### src/rtl/tsc_pkg.sv
package tsc_pkg;
   typedef struct packed {
      logic valid;
      logic dirty;
   } stat_t;

   localparam int unsigned MAX_IDX_W = 14;
endpackage

### src/rtl/tsc_tag_array.sv
module tsc_tag_array #(
   parameter int unsigned IDX_W = 8,
   parameter int unsigned TAG_W = 14
) (
   input  logic             clk,
   input  logic             we,
   input  logic [IDX_W-1:0] idx,
   input  logic [TAG_W-1:0] din,
   output logic [TAG_W-1:0] rd
);
   localparam int unsigned DEPTH = 1 << IDX_W;

   logic [TAG_W-1:0] mem [DEPTH];

   always_ff @(posedge clk) begin
      if (we) mem[idx] <= din;
   end

   assign rd = mem[idx];

   // a written tag is present at its index one edge later
   p_tag_wr_r1: assert property (@(posedge clk) disable iff (!we && 1'b0)
      we |=> (mem[$past(idx)] == $past(din)));
endmodule

### src/rtl/tsc_status_bank.sv
module tsc_status_bank
   import tsc_pkg::*;
#(
   parameter int unsigned IDX_W = 8
) (
   input  logic             clk,
   input  logic             clr_n,
   input  logic             we,
   input  logic [IDX_W-1:0] idx,
   input  stat_t            wdata,
   output stat_t            rd
);
   localparam int unsigned DEPTH = 1 << IDX_W;

   logic [DEPTH-1:0] v_q;
   logic [DEPTH-1:0] d_q;

   // per-entry flops so that the clear reaches every entry on one edge
   for (genvar e = 0; e < DEPTH; e++) begin : g_ent
      always_ff @(posedge clk) begin
         if (!clr_n) begin
            v_q[e] <= 1'b0;
            d_q[e] <= 1'b0;
         end else if (we && idx == IDX_W'(e)) begin
            v_q[e] <= wdata.valid;
            d_q[e] <= wdata.dirty;
         end
      end
   end

   assign rd.valid = v_q[idx];
   assign rd.dirty = d_q[idx];

   // a clear empties every status bit, even with a write at the same edge
   p_clear_all_r7: assert property (@(posedge clk) disable iff (1'b0)
      !clr_n |=> (v_q == '0 && d_q == '0));

   // a status write lands at its index
   p_stat_wr_r5: assert property (@(posedge clk) disable iff (!clr_n)
      (we && clr_n) |=> (v_q[$past(idx)] == $past(wdata.valid)
                         && d_q[$past(idx)] == $past(wdata.dirty)));
endmodule

### src/rtl/tsc_match_unit.sv
module tsc_match_unit #(
   parameter int unsigned TAG_W   = 14,
   parameter bit          XOR_CMP = 1'b1
) (
   input  logic [TAG_W-1:0] stored,
   input  logic [TAG_W-1:0] probe,
   input  logic             valid,
   input  logic             generic_mode,
   input  logic             block,
   output logic             hit
);
   logic eq;

   if (XOR_CMP) begin : g_xor
      logic [TAG_W-1:0] diff;
      assign diff = stored ^ probe;
      assign eq   = ~|diff;
   end else begin : g_direct
      assign eq = (stored == probe);
   end

   assign hit = !block && eq && (generic_mode || valid);

   always_comb begin
      // dedicated mode never hits on an invalid entry
      if (!generic_mode && !valid) p_invalid_miss_r2: assert (!hit);
      // busy cycles force the hit low
      if (block) p_busy_low_r4: assert (!hit);
      // generic mode with equal tags and no busy cycle always hits
      if (generic_mode && !block && stored == probe) p_generic_hit_r3: assert (hit);
   end
endmodule

### src/rtl/tag_store_cmp.sv
module tag_store_cmp
   import tsc_pkg::*;
#(
   parameter int unsigned IDX_W   = 8,
   parameter int unsigned TAG_W   = 14,
   parameter bit          XOR_CMP = 1'b1
) (
   input  logic             clk,
   input  logic             sel_n,
   input  logic             sel,
   input  logic             pdn_n,
   input  logic             generic_mode,
   input  logic             clr_n,
   input  logic [IDX_W-1:0] idx,
   input  logic [TAG_W-1:0] tag_in,
   input  logic             tag_we_n,
   input  logic             stat_we_n,
   input  logic             valid_in,
   input  logic             dirty_in,
   input  logic             tag_oe_n,
   input  logic             stat_oe_n,
   output logic [TAG_W-1:0] tag_out,
   output logic             tag_out_en,
   output logic             valid_out,
   output logic             dirty_out,
   output logic             stat_out_en,
   output logic             hit,
   output logic             hit_en
);
   if (IDX_W < 1 || IDX_W > MAX_IDX_W) begin : g_bad_idx
      $error("tag_store_cmp: IDX_W out of range");
   end
   if (TAG_W < 1) begin : g_bad_tag
      $error("tag_store_cmp: TAG_W must be positive");
   end

   logic  chip_on;
   logic  tag_wr, stat_wr, tag_rd_cyc, busy;
   logic [TAG_W-1:0] tag_rd;
   stat_t stat_rd, stat_wd;

   assign chip_on    = !sel_n && sel && pdn_n;
   assign tag_wr     = chip_on && !tag_we_n;
   assign stat_wr    = chip_on && !stat_we_n;
   assign tag_rd_cyc = !tag_oe_n && tag_we_n;
   assign busy       = tag_rd_cyc || !tag_we_n || !stat_we_n || !clr_n;
   assign stat_wd    = '{valid: valid_in, dirty: dirty_in};

   tsc_tag_array #(.IDX_W(IDX_W), .TAG_W(TAG_W)) u_tags (
      .clk(clk), .we(tag_wr), .idx(idx), .din(tag_in), .rd(tag_rd)
   );

   tsc_status_bank #(.IDX_W(IDX_W)) u_stat (
      .clk(clk), .clr_n(clr_n), .we(stat_wr), .idx(idx),
      .wdata(stat_wd), .rd(stat_rd)
   );

   tsc_match_unit #(.TAG_W(TAG_W), .XOR_CMP(XOR_CMP)) u_match (
      .stored(tag_rd), .probe(tag_in), .valid(stat_rd.valid),
      .generic_mode(generic_mode), .block(busy), .hit(hit)
   );

   assign tag_out     = tag_rd;
   assign tag_out_en  = chip_on && tag_rd_cyc;
   assign stat_out_en = chip_on && !stat_oe_n;
   assign hit_en      = chip_on;

   always_comb begin
      if (!clr_n) begin
         valid_out = 1'b0;
         dirty_out = 1'b0;
      end else if (!stat_we_n) begin
         valid_out = valid_in;
         dirty_out = dirty_in;
      end else begin
         valid_out = stat_rd.valid;
         dirty_out = stat_rd.dirty;
      end
   end

   always_comb begin
      // deselection turns every output enable off
      if (sel_n || !sel) p_desel_off_r9: assert (!tag_out_en && !stat_out_en && !hit_en);
      // power-down turns every output enable off
      if (!pdn_n) p_pdn_off_r11: assert (!tag_out_en && !stat_out_en && !hit_en);
   end

   // a tag write with no status write leaves the addressed status bits alone
   p_tag_keeps_stat_r6: assert property (@(posedge clk) disable iff (!clr_n)
      (tag_wr && !stat_wr && clr_n) |=> (stat_rd.valid == $past(stat_rd.valid)
                                          || idx != $past(idx)));
endmodule

### config.mk
export PLATFORM = sky130hd
export DESIGN_NAME = tag_store_cmp
export DESIGN_NICKNAME = d
export VERILOG_FILES = /design/src/rtl/tsc_pkg.sv /design/src/rtl/tsc_tag_array.sv /design/src/rtl/tsc_status_bank.sv /design/src/rtl/tsc_match_unit.sv /design/src/rtl/tag_store_cmp.sv
export SDC_FILE = /design/constraint.sdc
export NUM_CORES = 2
export LEC_CHECK = 0
export BUFFER_PORTS_ARGS = -buffer_cell sky130_fd_sc_hd__buf_2
export CAP_MARGIN = 5
export CORE_MARGIN = 4
export CORE_UTILIZATION = 45
export DETAILED_ROUTE_END_ITERATION = 6
export GPL_ROUTABILITY_DRIVEN = 0
export PLACE_DENSITY_LB_ADDON = 0.08
export SYNTH_ARGS = -nofsm -noshare
export SYNTH_HDL_FRONTEND = slang
export SYNTH_SLANG_ARGS = --single-unit
export TNS_END_PERCENT = 10
### constraint.sdc
create_clock -name clk -period 3.6 [get_ports clk]
set_input_delay 0 -clock clk [delete_from_list [all_inputs] [get_ports clk]]
set_output_delay 0 -clock clk [all_outputs]
set_load 0.02 [all_outputs]
After elaboration in Yosys (flattened, before gate mapping)
Memory sizes are Yosys's and may differ from the RTL's. Index checks and enable logic that the tools add are counted.

Add/sub/neg operators: 0. $mul: 0. Div/mod/pow operators: 0. $lt $le $gt $ge: 1. Eq/ne operators: 255. Shift-type cells: 0. Multiplexer cells: 10. Bitwise gates (word level): 1. Reductions and logical operators: 279.

Operators with widths (number): $eq A8 B8 Y1 const B (128); $eq A8 B7 Y1 const B (64); $logic_and A1 B1 Y1 (265); $eq A8 B6 Y1 const B (32); $eq A8 B5 Y1 const B (16); $eq A8 B4 Y1 const B (8); $eq A8 B3 Y1 const B (4); $bmux W1 S8 (2); $eq A8 B2 Y1 const B (2); $reduce_or A14 Y1 (1); $xor A14 B14 Y14 (1); $lt A8 B9 Y1 const B (1); $eq A8 B1 Y1 const B (1); $logic_not A1 Y1 (8); $logic_not A8 Y1 (1); $mux W1 (8); $logic_or A1 B1 Y1 (4).

Bits in registers: 512. Bits in latches: 0. Bits in writable memories: 3584. Memory bits (read-only): 0. Input bits: 34. Output and inout bits: 20. Word-level logic and storage cells: 1059. Memories: 1.

Memories: u_tags.mem (depth 256, width 14, rd ports 1, clocked after Yosys merged registers in 0, write ports 1, RTL line tsc_tag_array.sv:13) `logic [TAG_W-1:0] mem [DEPTH];`.

Depth between registers and ports, before layout
Word-level depth: 8. Depth in mapped cells: 16. Mapped depth without buffers: 9.

Hierarchy
A second synthesis with hierarchy kept.

Cells, all modules: 8747. Area total of the unflattened synthesis: 160656.6 um^2.

Modules (own cells, without submodules): tsc_tag_array (times used 1, cells each 5910, area an instance 135722.7 um^2, seq. area each 107623.2 um^2); tsc_status_bank (times used 1, cells each 2806, area an instance 24676.2 um^2, seq. area each 10249.8 um^2); tsc_match_unit (times used 1, cells each 20, area an instance 167.7 um^2, seq. area each 0.0 um^2); tag_store_cmp (times used 1, cells each 11, area an instance 90.1 um^2, seq. area each 0.0 um^2).

Worst setup path before layout
No wires, ideal clock.

Path type: input-to-reg. Start point: in idx[0]. End point: mem u_tags.mem[127][0], enable pin. Setup time: 384 ps. Arrival: 2955 ps. Required time: 3216 ps. Setup slack: 261 ps. Cell stages on the path: 13. Buffers on the path: 9. Cell sequence: buf_6 -> buf_8 -> buf_6 -> buf_6 -> buf_6 -> buf_4 -> buf_4 -> buf_4 -> nand2_1 -> nor2_1 -> nand2_1 -> clkbuf_1 -> nor2_1.

RTL lines: start: declaration (RTL line tag_store_cmp.sv:14) `input logic [IDX_W-1:0] idx,`; end: declaration (RTL line tsc_tag_array.sv:13).

No word-level cell before the write port.

Final worst setup path
Start point: mem u_tags.mem[183][9]. End point: out hit.

Word-level cells in the longest chain between the ends: 6.

RTL lines: $mem_v2 Z256 W14; $xor A14 B14 Y14 (RTL line tsc_match_unit.sv:16) `assign diff = stored ^ probe;`; $reduce_or A14 Y1 (RTL line tsc_match_unit.sv:17) `assign eq = ~|diff;`; $logic_not A1 Y1 (RTL line tsc_match_unit.sv:17); $logic_and A1 B1 Y1 (2 in a row) (RTL line tsc_match_unit.sv:22) `assign hit = !block && eq && (generic_mode || valid);`; end: declaration (RTL line tag_store_cmp.sv:27) `output logic hit,`.

No other way between the ends.

==> run_results.csv <==
group,metric,value,unit
status,status,"finished, violations left",
status,violations,"setup timing",
synthesis,synth.distinct_cells,87,
clock_network,cts_buffers,435,
worst_setup_path,regToRegSetupSlack,2.44,ns
worst_setup_path,critPathLaunch,"u_tags.mem[183][9]",
synthesis,ys_ff_latch,4096,
timing,fin_crit_sh,137.0,%
floorplan,die-height,611.0,um
synthesis,synth_top_area_share,65.77,%
final_layout,final_nets,10447,
synthesis,yosys.area.top_type,"edfxtp_1",
routing,vias_per_cell,6.129,
pwr,pwr-share-clk,43.3,%
routing,num_vias,95503,
routing,drt_first_iter_violations,11816,
floorplan,rows,221,
routing,wl_per_cell,34.07,um
worst_setup_path,critPathLaunchType,"register",
synthesis,netlist_instances,9348,
pwr,vdd_drop_max,0.4350,mV
clock_network,root_buffer,"clkbuf_16",
floorplan,initial_utilization,45.17,%
worst_setup_path,cpMostUsedCell,"buf_4",
clock_network,path_clk_slew,0.06,ns
final_layout,nFillCells,28877,
clock_network,cts_tree,"built",
place,dp_hpwl,342500,um
clock_network,clockBufferDepth,4,
global_routing,grt_max_degree,319,
floorplan,ios,54,
worst_setup_path,critPathMaxStageDelay,0.69,ns
worst_setup_path,regToRegStartpoint,"u_stat.d_q[73]",
place,place_ws,-1.790,ns
pwr,switching_share,22.34,%
synthesis,synthTopCellsByArea,"edfxtp_1, mux4_2, dfxtp_1",
worst_setup_path,cp_cell_sequence,"mux4_2, nand3_2, nand4_1, buf_4, or4_4, nor4_4, buf_4, o2bb2ai_4, a2111oi_4, buf_4, o2bb2ai_4, nor4_4, buf_4, buf_6",
worst_setup_path,critPathMaxFanout,2,
timing,setup-violations-final,15,
synthesis,syn_avg_cell_area,17.50,um^2
global_routing,grt_use_total,28.01,%
worst_setup_path,worst-path-buf-inv,5,
worst_setup_path,critPathTopFamily,"simple AND/OR/NAND/NOR gates",
worst_setup_path,cp.required,3.60,ns
timing,report.final.slew_viol_count,0,
global_routing,grt_overflow,0,
routing,drc,0,
worst_setup_path,cp_data_arrival_time,4.93,ns
pwr,switchingPower,22850,uW
place,portBuffers,53,
final_layout,layout-drive-gt1-share,27.88,%
clock_network,htree_levels,5,
hold_path,hold_depth,2,
worst_setup_path,cp_slowest_cell,"nor4_4",
worst_setup_path,critPathKind,"register to output port",
global_routing,grt_pass1_wl,741600,um
floorplan,die_w,611.0,um
routing,firstDrtPassIters,6,
global_routing,grt.met1_usage,39.91,%
clock_network,clock-sinks,4096,
synthesis,synth_edf_count,3584,
clock_network,clock_latency,0.99,ns
timing,holdWs,0.06092,ns
pwr,internal_power,79430,uW
synthesis,synthArstFlopShare,0,%
global_routing,grtUsageMet2,44.02,%
run,maxCapViolCount,0,
pwr,pwr-share-comb,6.3,%
routing,antenna_left,0,
timing,fmax,0.2028,GHz
timing,relSlewSlack,0.8548,%
worst_setup_path,path_depth,14,
hold_path,hold_class,"input port to register",
final_layout,syn_to_final_growth,18.41,%
worst_setup_path,rr_worst_depth,3,
synthesis,synth-warning-count,0,
timing,worst_slew_pin_slew,1.487,ns
timing,worst_slack,-1.331,ns
floorplan,die_area,373300,um^2
pwr,p_leak,0.06282,uW
timing,finalCriticalPeriod,4.931,ns
synthesis,netlist_area,163600,um^2
pwr,p_seq_share,50.4,%
global_routing,grtUsageMet3,4.437,%
synthesis,yosysSeqAreaShare,72.03,%
pwr,cellPowerDensity,527.9,nW/um^2
global_routing,top_usage_layer,"met2",
synthesis,synth_ff_type,"edfxtp_1",
floorplan,coreArea,362200,um^2
timing,hold_violations,0,
routing,totalWireLength,530900,um
global_routing,grt_pass1_vias,94837,
global_routing,antenna_found_initial,36,
synthesis,synth_nets,9382,
hold_path,hp-start,"tag_in[0]",
timing,finClkSkew,0,ns
timing,grt_setup_unrepaired,"yes",
worst_setup_path,end_kind,"output port",
-- layout by cell type (no fill, tap or decap), drive strengths merged, types with 36 or more instances in the layout --
cell       n
nand2    858
dfxtp    512
nand4     43
edfxtp  3584
a221oi    48
o21ai     40
mux2i    504
nor2     352
clkbuf   564
nand3    578
a22oi    200
a21oi     91
buf     1299
bufinv    36
clkinv   180
mux4     876
and3      36
nor2b     82
a21boi   453
-- final timing paths --
kind	to
worst max-delay path	hit
worst min register to register	u_stat.d_q[162]
worst min-delay path	u_tags.mem[13][0]
worst max register to register	u_stat.d_q[73]
-- logic make-up after synthesis --
group                  synth area share, %
AND/OR/NAND/NOR                      5.717
flip-flops                           72.03
multiplexers                         15.30
AO/OA/AOI/OAI                        4.767
buffers and inverters                2.145
XOR/XNOR                           0.03211
-- power groups by stage --
stage	combinational, uW	sequential (uW)	clock, uW
2_1_floorplan	2650	52600	0
4_1_cts	6390	51600	45000
6_report	6420	51600	44300
3_3_place_gp	6160	52600	0
5_1_grt	6630	51600	47000
3_5_place_dp	6210	52600	0
-- stage by stage --
stage          total power [uW]  utilization, %  instance area [um^2]  std cells  TNS (ns)
2_1_floorplan             55250               -                163600       9348         0
3_3_place_gp              58750           49.32                178600      14745    -3.655
3_5_place_dp              58800           49.32                178600      14745    -3.338
4_1_cts                  102900           53.44                193600      15568    -4.449
5_1_grt                  105200           53.48                193700      15573    -4.420
6_report                 102300           53.49                193800      15582    -3.419
-- synthesized netlist by cell type, drive strengths merged (8+ instances only) --
master  count
a221oi     48
a22oi     200
o21ai      40
inv        13
o211ai     17
buf       285
mux4      876
nand2b     11
nand4      43
o22ai      33
mux2       23
nor4       18
a22o       31
a21oi      91
dfxtp     512
and2       12
nor3       29
a31oi      20
or4         8
clkbuf    410
or3         9
a21boi    453
edfxtp   3584
and3       36
nor2      352
nor2b      82
nand2     858
mux2i     504
a211oi     17
a32oi      16
nand3     578
o221ai     11
a41oi      14
-- per-layer routing --
layer / share of wire [%] / wire (um)
met5: 0.0079 / 42
met4: 4.1 / 21700
met3: 7.6 / 40300
met1: 42 / 221000
met2: 47 / 247900
-- timing repair --
action	CTS	global route
endpoints found under the setup margin	17	17
hold endpoints to repair	3009	0
hold buffers	24	0
pin swaps	35	7
setup buffers	2	0
resized for setup	132	25
-- area by class of cell --
class                      count  area [um^2]  share of cell area (%)
sequential                  4096       117900                   60.84
tap                         4794         5998                   3.096
antenna                       14        35.03                 0.01808
inverter                      14        65.06                 0.03358
clock inverter               236         2354                   1.215
clock buffer                 562        11660                   6.020
multi-input combinational   4543        43340                   22.37
timing repair buffer        1323        12430                   6.414
-- sequential cells by signal (all words and copies together) (netlist names) --
register and flops:
u_stat.d_q 256, u_stat.v_q 256, u_tags.mem 3584
(Power assumes the default switching activity.)
